$ cat src/rtl/flag_pkg.sv
package flag_pkg;

    localparam int DATA_W    = 32;
    localparam int NUM_SIZES = 3;

    localparam int FLAG_CF = 0;
    localparam int FLAG_PF = 2;
    localparam int FLAG_AF = 4;
    localparam int FLAG_ZF = 6;
    localparam int FLAG_SF = 7;
    localparam int FLAG_OF = 11;

    localparam logic [DATA_W-1:0] STATUS_MASK =
        (DATA_W'(1) << FLAG_CF) | (DATA_W'(1) << FLAG_PF) |
        (DATA_W'(1) << FLAG_AF) | (DATA_W'(1) << FLAG_ZF) |
        (DATA_W'(1) << FLAG_SF) | (DATA_W'(1) << FLAG_OF);

    typedef enum logic [1:0] {
        SZ_BYTE  = 2'd0,
        SZ_HALF  = 2'd1,
        SZ_FULL  = 2'd2,
        SZ_FULL2 = 2'd3
    } op_size_e;

    typedef enum logic [1:0] {
        OPC_ADD    = 2'd0,
        OPC_SUB    = 2'd1,
        OPC_LOGIC  = 2'd2,
        OPC_LOGIC2 = 2'd3
    } op_class_e;

    // Top bits of the operands and result at the selected width.
    typedef struct packed {
        logic a_top;
        logic b_top;
        logic r_top;
    } top_bits_t;

    typedef struct packed {
        logic cf;
        logic af;
        logic of;
        logic af_upd;
    } arith_flags_t;

    typedef struct packed {
        logic zf;
        logic sf;
        logic pf;
    } result_flags_t;

    function automatic logic even_parity8(input logic [7:0] v);
        return ~(^v);
    endfunction

    function automatic int unsigned size_index(input op_size_e s);
        case (s)
            SZ_BYTE: return 0;
            SZ_HALF: return 1;
            default: return 2;
        endcase
    endfunction

endpackage

$ cat src/rtl/flag_size_view.sv
module flag_size_view
    import flag_pkg::*;
#(
    parameter int W = DATA_W
) (
    input  logic [W-1:0] opa_i,
    input  logic [W-1:0] opb_i,
    input  logic [W-1:0] res_i,
    input  op_size_e     size_i,
    output top_bits_t    top_o,
    output logic         zero_o
);
    logic [NUM_SIZES-1:0] zero_v;
    top_bits_t            top_v [NUM_SIZES];

    for (genvar g = 0; g < NUM_SIZES; g++) begin : g_size
        localparam int SW = 8 << g;
        assign zero_v[g]       = ~|res_i[SW-1:0];
        assign top_v[g].a_top  = opa_i[SW-1];
        assign top_v[g].b_top  = opb_i[SW-1];
        assign top_v[g].r_top  = res_i[SW-1];
    end

    always_comb begin
        top_o  = top_v[size_index(size_i)];
        zero_o = zero_v[size_index(size_i)];
    end

endmodule

$ cat src/rtl/flag_arith_eval.sv
module flag_arith_eval
    import flag_pkg::*;
(
    input  top_bits_t    top_i,
    input  logic         a4_i,
    input  logic         b4_i,
    input  logic         r4_i,
    input  op_class_e    op_i,
    output arith_flags_t flags_o
);
    logic carry_add, borrow_sub, ovf_add, ovf_sub, nib_cross;

    always_comb begin
        carry_add  = (top_i.a_top & top_i.b_top) |
                     ((top_i.a_top | top_i.b_top) & ~top_i.r_top);
        borrow_sub = (~top_i.a_top & top_i.b_top) |
                     (~(top_i.a_top ^ top_i.b_top) & top_i.r_top);
        ovf_add    = ~(top_i.a_top ^ top_i.b_top) & (top_i.a_top ^ top_i.r_top);
        ovf_sub    =  (top_i.a_top ^ top_i.b_top) & (top_i.a_top ^ top_i.r_top);
        // Carry or borrow across the bit 3/4 boundary, valid for both add and sub.
        nib_cross  = a4_i ^ b4_i ^ r4_i;

        flags_o = '0;
        case (op_i)
            OPC_ADD: begin
                flags_o.cf     = carry_add;
                flags_o.of     = ovf_add;
                flags_o.af     = nib_cross;
                flags_o.af_upd = 1'b1;
            end
            OPC_SUB: begin
                flags_o.cf     = borrow_sub;
                flags_o.of     = ovf_sub;
                flags_o.af     = nib_cross;
                flags_o.af_upd = 1'b1;
            end
            default: begin
                flags_o.cf     = 1'b0;
                flags_o.of     = 1'b0;
                flags_o.af     = 1'b0;
                flags_o.af_upd = 1'b0;
            end
        endcase
    end

endmodule

$ cat src/rtl/flag_status_top.sv
module flag_status_top
    import flag_pkg::*;
#(
    parameter logic [31:0] RESET_VALUE = 32'h0000_0202
) (
    input  logic        clk,
    input  logic        rst,
    input  logic        we_i,
    input  logic [1:0]  size_i,
    input  logic [1:0]  op_i,
    input  logic [31:0] opa_i,
    input  logic [31:0] opb_i,
    input  logic [31:0] res_i,
    output logic [31:0] flags_o
);
    op_size_e      size_e;
    op_class_e     op_e;
    top_bits_t     top_bits;
    logic          zero_sel;
    arith_flags_t  arith;
    result_flags_t resf;
    logic [31:0]   flags_q, flags_d;

    assign size_e = op_size_e'(size_i);
    assign op_e   = op_class_e'(op_i);

    flag_size_view #(.W(DATA_W)) u_view (
        .opa_i  (opa_i),
        .opb_i  (opb_i),
        .res_i  (res_i),
        .size_i (size_e),
        .top_o  (top_bits),
        .zero_o (zero_sel)
    );

    flag_arith_eval u_arith (
        .top_i   (top_bits),
        .a4_i    (opa_i[4]),
        .b4_i    (opb_i[4]),
        .r4_i    (res_i[4]),
        .op_i    (op_e),
        .flags_o (arith)
    );

    always_comb begin
        resf.zf = zero_sel;
        resf.sf = top_bits.r_top;
        resf.pf = even_parity8(res_i[7:0]);

        flags_d          = flags_q;
        flags_d[FLAG_CF] = arith.cf;
        flags_d[FLAG_OF] = arith.of;
        flags_d[FLAG_ZF] = resf.zf;
        flags_d[FLAG_SF] = resf.sf;
        flags_d[FLAG_PF] = resf.pf;
        if (arith.af_upd)
            flags_d[FLAG_AF] = arith.af;
    end

    always_ff @(posedge clk) begin
        if (rst)
            flags_q <= RESET_VALUE;
        else if (we_i)
            flags_q <= flags_d;
    end

    assign flags_o = flags_q;

    AST_HOLD_NO_WE: assert property (@(posedge clk) disable iff (rst)
        !we_i |=> $stable(flags_o)) else $error("hold failed");

    AST_CTRL_BITS_FIXED: assert property (@(posedge clk) disable iff (rst)
        1'b1 |=> ((flags_o & ~STATUS_MASK) == ($past(flags_o) & ~STATUS_MASK)))
        else $error("control bits moved");

    AST_ZERO_NOT_NEG: assert property (@(posedge clk) disable iff (rst)
        we_i |=> !(flags_o[FLAG_ZF] && flags_o[FLAG_SF])) else $error("zf and sf");

    AST_LOGIC_AF_KEPT: assert property (@(posedge clk) disable iff (rst)
        (we_i && op_i[1]) |=> (flags_o[FLAG_AF] == $past(flags_o[FLAG_AF])))
        else $error("af changed on logic");

    AST_LOGIC_NO_CARRY: assert property (@(posedge clk) disable iff (rst)
        (we_i && op_i[1]) |=> !flags_o[FLAG_CF]) else $error("cf on logic");

    AST_LOGIC_NO_OVERFLOW: assert property (@(posedge clk) disable iff (rst)
        (we_i && op_i[1]) |=> !flags_o[FLAG_OF]) else $error("of on logic");

endmodule

$ cat config.mk
export PLATFORM = sky130hd
export DESIGN_NAME = flag_status_top
export DESIGN_NICKNAME = d
export VERILOG_FILES = /design/src/rtl/flag_pkg.sv /design/src/rtl/flag_size_view.sv /design/src/rtl/flag_arith_eval.sv /design/src/rtl/flag_status_top.sv
export SDC_FILE = /design/constraint.sdc
export NUM_CORES = 1
export LEC_CHECK = 0
export ABC_AREA = 1
export CAP_MARGIN = 20
export CORE_ASPECT_RATIO = 0.75
export CORE_UTILIZATION = 24
export DETAILED_ROUTE_END_ITERATION = 6
export PLACE_DENSITY = 0.92
export SKIP_LAST_GASP = 1
export SYNTH_ARGS = -nofsm -noshare
export SYNTH_HDL_FRONTEND = slang
export SYNTH_SLANG_ARGS = --single-unit
$ cat constraint.sdc
create_clock -name clk -period 2.25 [get_ports clk]
set_input_delay 0.45 -clock clk [delete_from_list [all_inputs] [get_ports clk]]
set_output_delay 0.45 -clock clk [all_outputs]
set_load 0.01 [all_outputs]
=== Word level (Yosys, flattened, before mapping) ===
Cells that the tools add are included.

* Word-level logic and storage cells: 41
* Input bits: 103
* Bits in registers: 6

* Equal/unequal tests: 2
* Magnitude comparators: 2
* Reductions and logical operators: 10
* Bitwise operators: 18
* Muxes and demuxes: 7

{| class="wikitable"
|+ Operators with widths
! cell !! number
|-
| greater-or-equal comparator 33 x 3 -> 1 bit, second input constant || 1
|-
| inverter 2 -> 33 bit || 1
|-
| OR reduction 32 bit || 1
|-
| OR reduction 16 bit || 1
|-
| one-hot mux 4 bit (2 select lines) || 1
|-
| OR reduction 8 bit || 1
|-
| XOR reduction 8 bit || 1
|-
| AND 1 bit || 6
|-
| binary-select mux 3 bit (select 2 bit) || 1
|-
| 2-to-1 mux 3 bit || 2
|-
| equality test 2 x 1 -> 1 bit, second input constant || 2
|-
| logical NOT 2 bit || 2
|-
| inverter 1 bit || 4
|-
| one-hot mux 2 bit (2 select lines) || 1
|-
| XOR 1 bit || 4
|-
| logical NOT 1 bit || 3
|-
| less-than comparator 2 x 3 -> 1 bit, second input constant || 1
|-
| OR 1 bit || 3
|-
| binary-select mux 1 bit (select 2 bit) || 1
|-
| AND reduction 2 bit || 1
|-
| 2-to-1 mux 1 bit || 1
|}

=== Logic depth before layout (Yosys ltp) ===
* Depth after elaboration: 12
* Depth in mapped cells: 12
* Depth with buffers taken out: 12

=== By module ===
From an unflattened synthesis, not the netlist that was laid out.

* Cell total of the unflattened synthesis: 174
* Area, all modules: 907.1 µm²

{| class="wikitable"
|+ Modules (own cells, without submodules)
! module !! cells an instance !! times used !! area each (µm²) !! sequential area each (µm²)
|-
| flag_status_top || 100 || 1 || 584.3 || 120.1
|-
| flag_size_view || 47 || 1 || 185.2 || 0.0
|-
| flag_arith_eval || 27 || 1 || 137.6 || 0.0
|}

=== Worst setup path before layout ===
No wires, ideal clock.

* Path kind: in2reg
* From: in size_i[0]
* To: reg flags_q[11] (netlist: flags_o[11])
* Stages on the path: 10
* Library setup time: 0.070 ns
* Arrival: 1.606 ns
* Path buffers: 0
* Slack: 0.575 ns
* Data required time: 2.180 ns
* Path through: inv_1 nor2_1 inv_1 nor2_1 a221oi_1 ha_1 xnor2_1 nor2_1 nand3_1 a21oi_1

* Longest elaborated chain between the ends: 10

{| class="wikitable"
|+ Ends and longest elaborated chain
! what !! line !! text
|-
| start: declaration || flag_status_top.sv:9 || <nowiki>input logic [1:0] size_i,</nowiki>
|-
| equality test 2 x 1 -> 1 bit / logical NOT 2 bit (equally long branches) || flag_pkg.sv:57 || <nowiki>case (s)</nowiki>
|-
| one-hot mux 2 bit (2 select lines) (*) || flag_pkg.sv:57 ||
|-
| inverter 2 -> 33 bit (not written as such) (*) || flag_size_view.sv:25 || <nowiki>top_o = top_v[size_index(size_i)];</nowiki>
|-
| binary-select mux 3 bit (select 2 bit) (*) || flag_size_view.sv:25 ||
|-
| 2-to-1 mux 3 bit (not written as such) (*) (2 in a row) || flag_size_view.sv:25 ||
|-
| XOR 1 bit || flag_arith_eval.sv:18, flag_arith_eval.sv:19 ||
|-
| inverter 1 bit || flag_arith_eval.sv:18 || <nowiki>ovf_add = ~(top_i.a_top ^ top_i.b_top) & (top_i.a_top ^ top_i.r_top);</nowiki>
|-
| AND 1 bit || flag_arith_eval.sv:18 ||
|-
| one-hot mux 4 bit (2 select lines) (*) || flag_arith_eval.sv:24 || <nowiki>case (op_i)</nowiki>
|-
| end signal: assignment || flag_status_top.sv:64 || <nowiki>flags_q <= flags_d;</nowiki>
|-
| end: declaration || flag_status_top.sv:22 || <nowiki>logic [31:0] flags_q, flags_d;</nowiki>
|}

Mark *: on every way between the ends. The rest lies on a longest branch, timed or not. The select of a mux whose other input is x is not followed.
A chain may end at the register's enable or synchronous reset.

=== Final worst setup path ===
* From: in size_i[1]
* To: reg flags_q[11] (netlist: flags_o[11])

Same word-level chain as after synthesis.

==> metrics <==
Post-Syn Instances=134; count leader, synth=buf_4; drt pass-1 iters=4; Final min period=2050 ps; Max FO, Critical Path=4; core area=3310 um2; Worst setup EP type=flip-flop; hold-fix buffers at CTS=0; clock sink count=6; period utilization=91.2%; final core occ=42.3%; synthesized flop and latch total=6; Cell Count, Final, Fillers Out=235; register area share after synthesis=14.4%; Final Skew=0 ps; PortBufs=52; Final Hold Fails=0; max reg flops=6; Slew Limit Fails=0; Worst EP arrival=2210 ps; leak pwr=0.700 nW; Net Sw Frac=29.6%; Final nets=307; max cap viols=0; Most used DFF post-synth=dfxtp_1; Post-DP Area=1360 um2; Clk pwr share=33.5%; Die Ht=53.1 um; Comb pwr share=43.6%; CTS Buf Count=3; die outline area=3720 um2; Fillers=335; Max VDD drop=0.000168 V; Worst EP required=2410 ps; startpoint types=input pin; post-route ant nets=0; standard-cell rows=18; Async SR Flop Fraction=0%; synthesized cell area=835 um2; initial antenna violation count=0; setup TNS=0 ps; PnR worst setup slack=198 ps; WL final=2070 um; synth cell count leaders=buf_4 (26), nor2_1 (25), inv_1 (22); ANT cells=0; post-layout instance area=1400 um2; Synth warnings=0; EDFF count, synth=0; total track usage=11.2%; setup violators final=0; kind of critical path=input pin to flip-flop; largest net degree at the start of global routing=7; WHS=462 ps; total gr overflow=0; total power=0.515 mW; Reg clk slew, reported paths=40 ps; Initial Util=25.2%; H-tree depth=1; share of post-route cells with drive strength above 1=7.69%; die width=70.1 um; syn_area_per_cell=6.23 um2; IO Count=135; Pwr per Cell Area=368 nW/um2; area grow syn2layout=67.9%; clock root cell=clkbuf_8; Int Pwr=0.363 mW; HPWL after DPL=1860 um; NetSw=0.152 mW; worst hold-check path type=flip-flop to flip-flop; clock buffer depth=2; share of the synthesized area in the top cell type=23.4%; fmax=0.487 GHz; pre-CTS WS=-39.2 ps; via count=920; vias in the first global route=817; Starting DRT DRC Count=19; Avg WL per Cell=8.79 um; number of distinct library cells after synthesis=20; Post-CTS Setup Bufs=0; DRC viols=0; later-pin clock latency in the skew report=230 ps; routability cong.=0.755; synth top area cells=buf_4 (23%), dfxtp_1 (14%), nor2_1 (11%), ha_1 (10%), inv_1 (9.9%); drt via density=3.91; first-pass GRT wire length=3200 um; Sequential Power Share=22.9%; biggest area consumer among synthesized cells=buf_4; run status=complete, no violations; Placed Instances=232; post-cts sizing count=0; RSZ-0062 raised after global routing=false; TritonCTS clock tree=built
[logic make-up after synthesis]
family	synth area share (%)
adders and majority gates	10.5
other	0.900
DFF	14.4
AOI/OAI and AO/OA	4.95
and+or+nand+nor	29.2
buffers and inverters	33.7
xor gates and xnor gates	6.30
[layer usage]
layer | track usage [%] | vias up | part of all wire, %
met5 | 0 | - | 0
li1 | - | 477 | -
met2 | 21.5 | 44 | 52
met1 | 11.6 | 396 | 40
met4 | 5.67 | 0 | 1.5
met3 | 2.86 | 3 | 6.4
[power by group through the flow]
stage	logic (mW)	registers [mW]	clock network, mW
floorplan	0.128	0.123	0
global placement	0.221	0.119	0
detailed placement	0.226	0.119	0
CTS	0.227	0.118	0.176
global route	0.250	0.118	0.178
finish	0.225	0.118	0.173
[final timing paths]
path               from          end  slack (ps)  cells past startpoint
max           size_i[1]  flags_o[11]         200                     11
min          flags_o[0]   flags_o[0]         460                      2
max reg2reg  flags_o[4]   flags_o[4]        1570                      4
min reg2reg  flags_o[0]   flags_o[0]         460                      2
[cell type report]
| cell class | count | area, um2 | share of cell area [%] |
|---|---|---|---|
| Tap cell | 40 | 50.0 | 3.57 |
| Multi-Input combinational cell | 103 | 523 | 37.3 |
| Clock buffer | 3 | 41.3 | 2.95 |
| Sequential cell | 6 | 120 | 8.57 |
| Timing Repair Buffer | 60 | 581 | 41.4 |
| Inverter | 23 | 86.3 | 6.16 |
[worst max-delay path, cell delays in order]
cell             delay (ps)
clkdlybuf4s50_1         550
nor2_1                   80
inv_1                    50
nor2_1                   30
a221oi_1                210
buf_4                   170
ha_1                    240
xnor2_1                 130
nor2_1                  100
nand3_1                  80
a21oi_1                 120
[layout by cell type, fill, tap and decap left out]
master           synthesis  routed
dfxtp_1                  6       6
conb_1                   2      26
nand4_1                  2       2
ha_1                     7       7
a221oi_1                 1       1
nand3_2                  2       2
a21oi_1                  3       3
nand2b_1                 1       1
o21ai_0                  2       2
or2_1                    1       1
clkdlybuf4s50_1          0      52
nand2_1                 21      21
nor2_2                   1       1
nor2_1                  25      25
inv_1                   22      22
buf_4                   26       8
inv_2                    1       1
xor2_1                   1       1
xnor2_1                  5       5
clkbuf_8                 0       3
a211oi_1                 1       1
nand3_1                  4       4
(Power assumes the default switching activity.)
